$ cat config.mk
export PLATFORM = sky130hd
export DESIGN_NAME = hashed_row_search
export DESIGN_NICKNAME = d
export VERILOG_FILES = /design/src/rtl/lkp_pkg.sv /design/src/rtl/lkp_row_store.sv /design/src/rtl/lkp_ovf_store.sv /design/src/rtl/lkp_row_match.sv /design/src/rtl/hashed_row_search.sv
export SDC_FILE = /design/constraint.sdc
export NUM_CORES = 2
export LEC_CHECK = 0
export ABC_CLOCK_PERIOD_IN_PS = 14950
export BUFFER_PORTS_ARGS = -buffer_cell sky130_fd_sc_hd__buf_4
export CAP_MARGIN = 20
export CELL_PAD_IN_SITES_DETAIL_PLACEMENT = 1
export CELL_PAD_IN_SITES_GLOBAL_PLACEMENT = 2
export CORE_ASPECT_RATIO = 1.4
export CORE_MARGIN = 5
export CORE_UTILIZATION = 30
export CTS_CLUSTER_SIZE = 16
export DETAILED_ROUTE_END_ITERATION = 6
export HOLD_SLACK_MARGIN = 0.1
export PLACE_DENSITY = 0.61
export SLEW_MARGIN = 40
export SYNTH_ARGS = -nofsm -noshare
export SYNTH_HDL_FRONTEND = slang
export SYNTH_SLANG_ARGS = --single-unit
$ cat constraint.sdc
create_clock -name clk -period 14.95 [get_ports clk]
set_clock_uncertainty 0.15 [all_clocks]
set_input_delay 2.2425 -clock clk [delete_from_list [all_inputs] [get_ports clk]]
set_output_delay 2.2425 -clock clk [all_outputs]
set_load 0.005 [all_outputs]
$ cat src/rtl/lkp_pkg.sv
package lkp_pkg;

    // XOR fold: output bit (i mod rb) accumulates key bit i
    function automatic logic [31:0] fold_key(input logic [63:0] key, input int kw, input int rb);
        logic [31:0] h;
        h = '0;
        for (int i = 0; i < 64; i++) begin
            if (i < kw) h[5'(i % rb)] = h[5'(i % rb)] ^ key[i];
        end
        return h;
    endfunction

endpackage

$ cat src/rtl/lkp_row_store.sv
module lkp_row_store #(
    parameter int KEY_W    = 16,
    parameter int ROW_BITS = 4,
    parameter int SLOTS    = 4,
    localparam int ROWS    = 1 << ROW_BITS,
    localparam int SLOT_W  = $clog2(SLOTS),
    localparam int OCC_W   = $clog2(ROWS * SLOTS + 1)
) (
    input  logic                      clk,
    input  logic                      rst_n,
    input  logic                      wr_en,
    input  logic [ROW_BITS-1:0]       wr_row,
    input  logic [SLOT_W-1:0]         wr_slot,
    input  logic [KEY_W-1:0]          wr_key,
    input  logic                      wr_vld,
    input  logic [ROW_BITS-1:0]       rd_row,
    output logic [SLOTS*KEY_W-1:0]    rd_keys,
    output logic [SLOTS-1:0]          rd_vld,
    output logic [OCC_W-1:0]          occ
);
    logic [KEY_W-1:0] key_q [ROWS][SLOTS];
    logic [SLOTS-1:0] vld_q [ROWS];
    logic [SLOTS-1:0] vld_d [ROWS];

    always_comb begin
        for (int r = 0; r < ROWS; r++) vld_d[r] = vld_q[r];
        if (wr_en) vld_d[wr_row][wr_slot] = wr_vld;
    end

    always_ff @(posedge clk or negedge rst_n) begin
        if (!rst_n) begin
            for (int r = 0; r < ROWS; r++) vld_q[r] <= '0;
        end else begin
            for (int r = 0; r < ROWS; r++) vld_q[r] <= vld_d[r];
        end
    end

    // key storage carries no reset; only the valid bits matter
    always_ff @(posedge clk) begin
        if (wr_en) key_q[wr_row][wr_slot] <= wr_key;
    end

    // row read with same-cycle write forwarding
    always_comb begin
        for (int s = 0; s < SLOTS; s++) begin
            if (wr_en && wr_row == rd_row && int'(wr_slot) == s) begin
                rd_keys[s*KEY_W +: KEY_W] = wr_key;
                rd_vld[s]                 = wr_vld;
            end else begin
                rd_keys[s*KEY_W +: KEY_W] = key_q[rd_row][s];
                rd_vld[s]                 = vld_q[rd_row][s];
            end
        end
    end

    always_comb begin
        occ = '0;
        for (int r = 0; r < ROWS; r++)
            for (int s = 0; s < SLOTS; s++)
                occ = occ + OCC_W'(vld_q[r][s]);
    end
endmodule

$ cat src/rtl/lkp_ovf_store.sv
module lkp_ovf_store #(
    parameter int KEY_W = 16,
    parameter int DEPTH = 4,
    localparam int IW    = $clog2(DEPTH),
    localparam int OCC_W = $clog2(DEPTH + 1)
) (
    input  logic             clk,
    input  logic             rst_n,
    input  logic             wr_en,
    input  logic [IW-1:0]    wr_idx,
    input  logic [KEY_W-1:0] wr_key,
    input  logic             wr_vld,
    input  logic [KEY_W-1:0] srch_key,
    output logic             hit,
    output logic [IW-1:0]    hit_idx,
    output logic [OCC_W-1:0] occ
);
    logic [KEY_W-1:0] key_q [DEPTH];
    logic [DEPTH-1:0] vld_q, vld_d;

    always_comb begin
        vld_d = vld_q;
        if (wr_en) vld_d[wr_idx] = wr_vld;
    end

    always_ff @(posedge clk or negedge rst_n) begin
        if (!rst_n) vld_q <= '0;
        else        vld_q <= vld_d;
    end

    always_ff @(posedge clk) begin
        if (wr_en) key_q[wr_idx] <= wr_key;
    end

    // parallel search with write forwarding, lowest entry wins
    always_comb begin
        hit     = 1'b0;
        hit_idx = '0;
        for (int e = DEPTH - 1; e >= 0; e--) begin
            logic [KEY_W-1:0] k;
            logic             v;
            if (wr_en && int'(wr_idx) == e) begin
                k = wr_key;
                v = wr_vld;
            end else begin
                k = key_q[e];
                v = vld_q[e];
            end
            if (v && k == srch_key) begin
                hit     = 1'b1;
                hit_idx = IW'(e);
            end
        end
    end

    assign occ = OCC_W'($countones(vld_q));
endmodule

$ cat src/rtl/lkp_row_match.sv
module lkp_row_match #(
    parameter int KEY_W = 16,
    parameter int SLOTS = 4,
    localparam int SLOT_W = $clog2(SLOTS)
) (
    input  logic [SLOTS*KEY_W-1:0] keys,
    input  logic [SLOTS-1:0]       vld,
    input  logic [KEY_W-1:0]       key,
    output logic                   hit,
    output logic [SLOT_W-1:0]      slot
);
    logic [SLOTS-1:0] eq;

    genvar g;
    generate
        for (g = 0; g < SLOTS; g++) begin : g_cmp
            assign eq[g] = vld[g] && (keys[g*KEY_W +: KEY_W] == key);
        end
    endgenerate

    always_comb begin
        hit  = |eq;
        slot = '0;
        for (int s = SLOTS - 1; s >= 0; s--)
            if (eq[s]) slot = SLOT_W'(s);
    end
endmodule

$ cat src/rtl/hashed_row_search.sv
module hashed_row_search #(
    parameter int KEY_W     = 16,
    parameter int ROW_BITS  = 4,
    parameter int SLOTS     = 4,
    parameter int OVF_DEPTH = 4,
    localparam int ROWS     = 1 << ROW_BITS,
    localparam int SLOT_W   = $clog2(SLOTS),
    localparam int OVF_W    = $clog2(OVF_DEPTH),
    localparam int IDX_W    = (SLOT_W > OVF_W) ? SLOT_W : OVF_W,
    localparam int ROCC_W   = $clog2(ROWS * SLOTS + 1),
    localparam int OOCC_W   = $clog2(OVF_DEPTH + 1),
    localparam int CNT_W    = $clog2(ROWS * SLOTS + OVF_DEPTH + 1)
) (
    input  logic                clk,
    input  logic                rst_n,
    input  logic                req_valid,
    output logic                req_ready,
    input  logic [KEY_W-1:0]    req_key,
    output logic                rsp_valid,
    input  logic                rsp_ready,
    output logic                rsp_hit,
    output logic                rsp_ovf,
    output logic [IDX_W-1:0]    rsp_idx,
    output logic [ROW_BITS-1:0] rsp_row,
    input  logic                wr_en,
    input  logic                wr_ovf,
    input  logic [ROW_BITS-1:0] wr_row,
    input  logic [IDX_W-1:0]    wr_idx,
    input  logic [KEY_W-1:0]    wr_key,
    input  logic                wr_vld,
    output logic [CNT_W-1:0]    occ_count
);
    import lkp_pkg::*;

    typedef struct packed {
        // stage 1: hashed index
        logic                   s1_v;
        logic [KEY_W-1:0]       s1_key;
        logic [ROW_BITS-1:0]    s1_row;
        // stage 2: row and spill read
        logic                   s2_v;
        logic [KEY_W-1:0]       s2_key;
        logic [ROW_BITS-1:0]    s2_row;
        logic [SLOTS*KEY_W-1:0] s2_keys;
        logic [SLOTS-1:0]       s2_vld;
        logic                   s2_ohit;
        logic [OVF_W-1:0]       s2_oidx;
        // stage 3: matched
        logic                   s3_v;
        logic                   s3_hit;
        logic                   s3_ovf;
        logic [IDX_W-1:0]       s3_idx;
        logic [ROW_BITS-1:0]    s3_row;
        // stage 4: forwarded result
        logic                   o_v;
        logic                   o_hit;
        logic                   o_ovf;
        logic [IDX_W-1:0]       o_idx;
        logic [ROW_BITS-1:0]    o_row;
    } pipe_t;

    pipe_t pipe_d, pipe_q;

    logic                   adv;
    logic [SLOTS*KEY_W-1:0] rd_keys;
    logic [SLOTS-1:0]       rd_vld;
    logic                   ohit, rhit;
    logic [OVF_W-1:0]       oidx;
    logic [SLOT_W-1:0]      rslot;
    logic [ROCC_W-1:0]      row_occ;
    logic [OOCC_W-1:0]      ovf_occ;
    logic                   row_wr, ovf_wr;

    assign row_wr = wr_en && !wr_ovf && (int'(wr_idx) < SLOTS);
    assign ovf_wr = wr_en &&  wr_ovf && (int'(wr_idx) < OVF_DEPTH);

    lkp_row_store #(.KEY_W(KEY_W), .ROW_BITS(ROW_BITS), .SLOTS(SLOTS)) u_rows (
        .clk(clk), .rst_n(rst_n),
        .wr_en(row_wr), .wr_row(wr_row), .wr_slot(wr_idx[SLOT_W-1:0]),
        .wr_key(wr_key), .wr_vld(wr_vld),
        .rd_row(pipe_q.s1_row), .rd_keys(rd_keys), .rd_vld(rd_vld), .occ(row_occ)
    );

    lkp_ovf_store #(.KEY_W(KEY_W), .DEPTH(OVF_DEPTH)) u_ovf (
        .clk(clk), .rst_n(rst_n),
        .wr_en(ovf_wr), .wr_idx(wr_idx[OVF_W-1:0]), .wr_key(wr_key), .wr_vld(wr_vld),
        .srch_key(pipe_q.s1_key), .hit(ohit), .hit_idx(oidx), .occ(ovf_occ)
    );

    lkp_row_match #(.KEY_W(KEY_W), .SLOTS(SLOTS)) u_match (
        .keys(pipe_q.s2_keys), .vld(pipe_q.s2_vld), .key(pipe_q.s2_key),
        .hit(rhit), .slot(rslot)
    );

    assign adv = !pipe_q.o_v || rsp_ready;

    always_comb begin
        pipe_d = pipe_q;
        if (adv) begin
            pipe_d.o_v    = pipe_q.s3_v;
            pipe_d.o_hit  = pipe_q.s3_hit;
            pipe_d.o_ovf  = pipe_q.s3_ovf;
            pipe_d.o_idx  = pipe_q.s3_idx;
            pipe_d.o_row  = pipe_q.s3_row;

            pipe_d.s3_v   = pipe_q.s2_v;
            pipe_d.s3_row = pipe_q.s2_row;
            if (rhit) begin
                pipe_d.s3_hit = 1'b1;
                pipe_d.s3_ovf = 1'b0;
                pipe_d.s3_idx = IDX_W'(rslot);
            end else if (pipe_q.s2_ohit) begin
                pipe_d.s3_hit = 1'b1;
                pipe_d.s3_ovf = 1'b1;
                pipe_d.s3_idx = IDX_W'(pipe_q.s2_oidx);
            end else begin
                pipe_d.s3_hit = 1'b0;
                pipe_d.s3_ovf = 1'b0;
                pipe_d.s3_idx = '0;
            end

            pipe_d.s2_v    = pipe_q.s1_v;
            pipe_d.s2_key  = pipe_q.s1_key;
            pipe_d.s2_row  = pipe_q.s1_row;
            pipe_d.s2_keys = rd_keys;
            pipe_d.s2_vld  = rd_vld;
            pipe_d.s2_ohit = ohit;
            pipe_d.s2_oidx = oidx;

            pipe_d.s1_v   = req_valid;
            pipe_d.s1_key = req_key;
            pipe_d.s1_row = ROW_BITS'(fold_key(64'(req_key), KEY_W, ROW_BITS));
        end
    end

    always_ff @(posedge clk or negedge rst_n) begin
        if (!rst_n) pipe_q <= '0;
        else        pipe_q <= pipe_d;
    end

    assign req_ready = adv;
    assign rsp_valid = pipe_q.o_v;
    assign rsp_hit   = pipe_q.o_hit;
    assign rsp_ovf   = pipe_q.o_ovf;
    assign rsp_idx   = pipe_q.o_idx;
    assign rsp_row   = pipe_q.o_row;
    assign occ_count = CNT_W'(row_occ) + CNT_W'(ovf_occ);

    // in-flight tally kept for the checks below
    logic [2:0] infl_d, infl_q;
    always_comb begin
        infl_d = infl_q + 3'(req_valid && req_ready) - 3'(rsp_valid && rsp_ready);
    end
    always_ff @(posedge clk or negedge rst_n) begin
        if (!rst_n) infl_q <= '0;
        else        infl_q <= infl_d;
    end


    inflight_max_chk: assert property (@(posedge clk) disable iff (!rst_n)
        infl_q <= 3'd4);


    rsp_has_req_chk: assert property (@(posedge clk) disable iff (!rst_n)
        rsp_valid |-> infl_q != 3'd0);


    rsp_hold_chk: assert property (@(posedge clk) disable iff (!rst_n)
        rsp_valid && !rsp_ready |=> rsp_valid && $stable(rsp_hit) && $stable(rsp_ovf)
                                    && $stable(rsp_idx) && $stable(rsp_row));


    stall_block_chk: assert property (@(posedge clk) disable iff (!rst_n)
        rsp_valid && !rsp_ready |-> !req_ready);


    ovf_src_chk: assert property (@(posedge clk) disable iff (!rst_n)
        rsp_valid && rsp_ovf |-> rsp_hit);


    miss_idx_chk: assert property (@(posedge clk) disable iff (!rst_n)
        rsp_valid && !rsp_hit |-> rsp_idx == '0);


    occ_step_chk: assert property (@(posedge clk) disable iff (!rst_n)
        1'b1 |=> (occ_count == $past(occ_count))
              || (occ_count == CNT_W'($past(occ_count) + 1'b1))
              || (CNT_W'(occ_count + 1'b1) == $past(occ_count)));
endmodule

Word-level counts from Yosys, hierarchy flattened. Memories as Yosys holds them, arrays and structs flattened. A register that Yosys moved wholly into a read port is not among the register bits. Cells that the tools add are included.

Memories kept: 2. Input bits: 45. Logic and storage cells: 220. Register bits: 135. Output and inout bits: 17. Memory bits (writable): 1088.

Memory list: u_rows.key_q (depth 16, width 64, rd ports 1, clocked after Yosys merged registers in 1, wr ports 1, line lkp_row_store.sv:21) `logic [KEY_W-1:0] key_q [ROWS][SLOTS];`; u_ovf.key_q (depth 4, width 16, rd ports 4, clocked after Yosys merged registers in 0, wr ports 1, line lkp_ovf_store.sv:18) `logic [KEY_W-1:0] key_q [DEPTH];`.

Bitwise logic cells: 15. Order comparisons: 7. Add/subtract/negate cells: 67. Reductions and logical operators: 28. Equality and inequality tests: 12. Multiplexer cells: 53.

Operator list (count): adder 7 x 1 -> 7 bit (62); == test 16 bit (8); 2-to-1 mux 16 bit (5); bitwise mux 64 bit (1); 2-to-1 mux 64 bit (1); demux 16 bit (select 2 bit) (1); 2-to-1 mux 1 bit (28); logical AND 1 bit (22); 2-to-1 mux 4 bit (5); binary-select mux 4 bit (select 4 bit) (1); demux 4 bit (select 4 bit) (1); 2-to-1 mux 2 bit (8); XOR 1 bit (12); >= comparator 5 bit, second input constant (2); inverter 4 -> 5 bit (2); adder 7 x 3 -> 7 bit (1); adder 1 x 1 -> 2 bit (3); < comparator 5 x 1 -> 1 bit, second input constant (1); bitwise mux 4 bit (1); == test 2 bit, second input constant (2); == test 4 bit (1); OR reduction 4 bit (1); adder 3 bit (1); >= comparator 3 bit, second input constant (1); 9 further kinds (11).

Depth between registers and ports, before layout.
Word-level depth: 64. Depth in mapped cells: 24.

Cells and area by module. From an unflattened synthesis, not the netlist that was laid out.

Cell total of the unflattened synthesis: 3184. Area, all modules: 55315.6 µm².

Modules (own cells, without submodules): lkp_row_store (cells each 2401, times used 1, area an instance 45016.9 µm²); hashed_row_search (cells each 331, times used 1, area an instance 5599.1 µm²); lkp_ovf_store (cells each 357, times used 1, area an instance 3913.8 µm²); lkp_row_match (cells each 95, times used 1, area an instance 785.8 µm²).

Least setup slack after synthesis. Ideal clock, no wire load.

Path kind: register -> output. Start point: reg u_ovf.vld_q[2]. End point: out occ_count[6]. Cell stages (with the launch flop): 22. Data arrival time: 5.980 ns. Setup slack: 6.577 ns. Required time: 12.557 ns. Path buffers: 0. Cell sequence: dfrtp_1 > ha_1 > ha_1 > inv_1 > fa_1 > fa_1 > fa_1 > fa_1 > fa_1 > fa_1 > fa_1 > fa_1 > inv_1 > ha_1 > inv_1 > fa_1 > inv_1 > a21oi_1 > o21bai_1 > a21o_1 > a21oi_1 > xnor2_1.

Word-level cells in the longest chain between the ends: 3.

RTL lines: from (decl) (line lkp_ovf_store.sv:19) `logic [DEPTH-1:0] vld_q, vld_d;`; from (signal assigned) (line lkp_ovf_store.sv:28) `else vld_q <= vld_d;`; adder 1 x 1 -> 2 bit (implied by the code) (line lkp_ovf_store.sv:56) `assign occ = OCC_W'($countones(vld_q));`; adder 3 bit (implied by the code) (line lkp_ovf_store.sv:56); adder 7 x 3 -> 7 bit (line hashed_row_search.sv:147) `assign occ_count = CNT_W'(row_occ) + CNT_W'(ovf_occ);`; to (decl) (line hashed_row_search.sv:31) `output logic [CNT_W-1:0] occ_count`.

Every way passes these cells.

Worst setup path in the final report.
Start point: reg u_ovf.vld_q[0]. End point: out occ_count[6].

The elaborated chain is that of the path after synthesis.

==> results.toml <==
[cts]
clkTransAtPathRegs_ps = 70
numCtsBuffers = 130
post_cts_resize_count = 0
clock-sinks = 1287
h-tree-depth = 4
root_buffer = "clkbuf_16"
clk_latency_ps = 770
cts_buffer_depth = 3
post_cts_buffers = 0
cts_tree = "yes"
cts_hold_buf = 0

[timing]
maxSlewViolCount = 0
min_period_ps = 9870
timing.hold.ws_ps = 307
period_share_pct = 66.0
tns_ps = 0
setup_viol = 0
slew_headroom_pct = 41.4
hold_viol_final = 0
max_freq_ghz = 0.101
tightest_slew_ps = 877
rsz0062_at_grt = "no"

[power_and_ir_drop]
p_leak_nw = 21.2
power_mw = 12.9
p_per_area_nw_per_um2 = 204
peakVddDrop_uv = 869

[drt]
dr.pass1.iters = 5
totalWireLength_um = 158000
wl_per_cell_um = 28.8
avgViaCountPerCell = 5.03
drtIter0Drc = 2323
route.vias.total = 27600
drc_errors = 0
ant_nets = 0

[synth]
synth-edff-count = 1088
synthArstFlopShare_pct = 15.5
synth_most_common_cell = "edfxtp_1"
ys.flop_type = "edfxtp_1"
syn_avg_cell_area_sq_um = 18.3
synth_area_leaders = "edfxtp_1 61%, mux4_2 14%, dfrtp_1 9.3%, fa_1 2.2%, nand2_1 1.8%"
syn_nets = 3070
synthTopCellsByCount = "1088 x edfxtp_1, 340 x mux4_2, 251 x nand2_1, 199 x dfrtp_1, 136 x inv_1"
syn_inst = 2942
yosysTopAreaCellShare_pct = 60.8
yosysSeqAreaShare_pct = 70.0
synth.distinct_cells = 69
ys_seq_elements = 1287
yosysWarnings = 0
syn-cell-area_sq_um = 53800
synth_largest_area_cell = "edfxtp_1"

[setup_path]
cp-end-kind = "output pin"
path_common_cell = "fa_1"
r2r_start = "pipe_q[111]"
path_class = "flip-flop to output pin"
crit_chain = "ha_1 -> ha_1 -> inv_1 -> fa_1 -> fa_1 -> fa_1 -> fa_1 -> fa_1 -> fa_1 -> fa_1 -> fa_1 -> inv_1 -> ha_1 -> inv_1 -> fa_1 -> inv_1 -> a21oi_1 -> o21bai_1 -> a21o_1 -> a21oi_1 -> xnor2_1 -> buf_4"
cp.required_ps = 12560
crit_slowest_cell = "fa_1"
timing.rr.end = "pipe_q[37]"
r2r_setup_slack_ps = 10410
crit_fanout = 3
max_stage_delay_ps = 560
r2r_cells = 8
cp.arrival_ps = 7480
start_kind = "flip-flop"

[die]
initial_core_util_pct = 30.2
dieArea_sq_um = 188000
num_rows = 183
die_y_um = 511
io_pins = 62
die_w_um = 368
coreArea_sq_um = 178000

[min_path]
hold_start = "pipe_q[17]"
hold_depth = 2
hold_path_end = "pipe_q[17]"
hp-class = "flip-flop to flip-flop"

[final_layout]
drive_above_1_share_pct = 26.2
fillers = 17400
area_delta_synth_final_pct = 17.3
layout.area.seq_sq_um = 37700
fin_nets = 3193
multi_input_area_sq_um = 15300

[global_route]
first_global_vias = 29700
grt_use_total_pct = 16.7
overflow = 0
grt_antenna_before_repair = 9
grt_pass1_wl_um = 226000
grt_max_degree = 126

[run_status]
status = "finished clean"

[place]
hpwl_um = 101000
gp_congestion = 0.791
port_buffers = 61

[job]
maxCapViolations = 0
cell type report:
| cell class | count | area share, % |
|---|---|---|
| Timing Repair Buffer | 175 | 3.74 |
| Multi-Input combinational cell | 1331 | 24.2 |
| Sequential cell | 1287 | 59.7 |
| Inverter | 140 | 0.837 |
| Clock inverter | 69 | 1.18 |
| Antenna cell | 2 | 0.00794 |
| Tap cell | 2312 | 4.59 |
| Clock buffer | 170 | 5.71 |
power breakdown:
group	leakage (nW)	switching [mW]	internal, mW
combinational	6.96	2.56	2.52
sequential	12.2	0.347	4.09
clock	2.11	1.43	1.92
cells by family (layout without fill, tap and decap cells):
kind of cell	Yosys count	in the layout	share of synthesized area [%]
and+or+nand+nor	446	446	3.69
buffers and inverters	324	554	2.52
DFF	1287	1287	70.0
adders and majority gates	83	83	2.74
AOI/OAI and AO/OA	220	220	2.47
other	0	2	0
xor gates and xnor gates	120	120	1.95
muxes	462	462	16.6
flip-flops by register name (all words and copies together) (netlist names):
name / flops
u_ovf.key_q: 64
rsp_idx: 2
rsp_row: 4
pipe_q: 122
u_ovf.vld_q: 4
u_rows.key_q: 1024
rsp_hit: 1
u_rows.vld_q: 64
rsp_ovf: 1
rsp_valid: 1
worst max path at each step:
stage,start,endpoint,slack (ps),depth (start not counted)
2_1_floorplan,u_ovf.vld_q[2],occ_count[6],6580,21
6_report,u_ovf.vld_q[0],occ_count[6],5080,22
3_5_place_dp,u_ovf.vld_q[0],occ_count[6],5780,22
3_3_place_gp,u_ovf.vld_q[2],occ_count[6],5770,22
5_1_grt,u_ovf.vld_q[0],occ_count[6],4670,22
4_1_cts,u_ovf.vld_q[0],occ_count[6],4870,22
metal layers:
| metal | GRT usage, % | routed length, um | vias up |
|---|---|---|---|
| met5 | 0 | 43 | - |
| met4 | 4.71 | 4390 | 6 |
| met3 | 2.47 | 6260 | 208 |
| met2 | 29.3 | 81300 | 671 |
| met1 | 21.7 | 66000 | 15100 |
| li1 | - | - | 11600 |
through the flow:
stage                     util, %  setup WS [ps]  area [sq um]  instances
after global placement       32.2           5770         57200       5185
after detailed placement     32.9           5780         58500       5238
after CTS                    35.3           4870         62900       5477
after floorplan                 -           6580         53800       2942
final                        35.4           5080         63100       5486
after global routing         35.4           4670         63000       5485
worst max-delay path, delay by kind of cell (launching register included):
kind | cells | cell delay, ps
flops | 1 | 400
fa+ha+maj | 12 | 5080
compound gates | 4 | 490
xor+xnor | 1 | 210
buf+inv | 5 | 520
layout by cell type, fill, tap and decap left out, types with 57 or more instances in the layout:
master	synthesis	final
mux4_2	340	340
inv_1	136	136
fa_1	58	58
buf_4	10	105
nand2_1	251	251
nor2_4	0	57
dfrtp_1	199	195
o21ai_0	135	135
edfxtp_1	1088	1088
mux2i_1	90	90
xnor2_1	74	74
clkbuf_16	0	138
No activity file was read; power rests on OpenSTA's default activity.
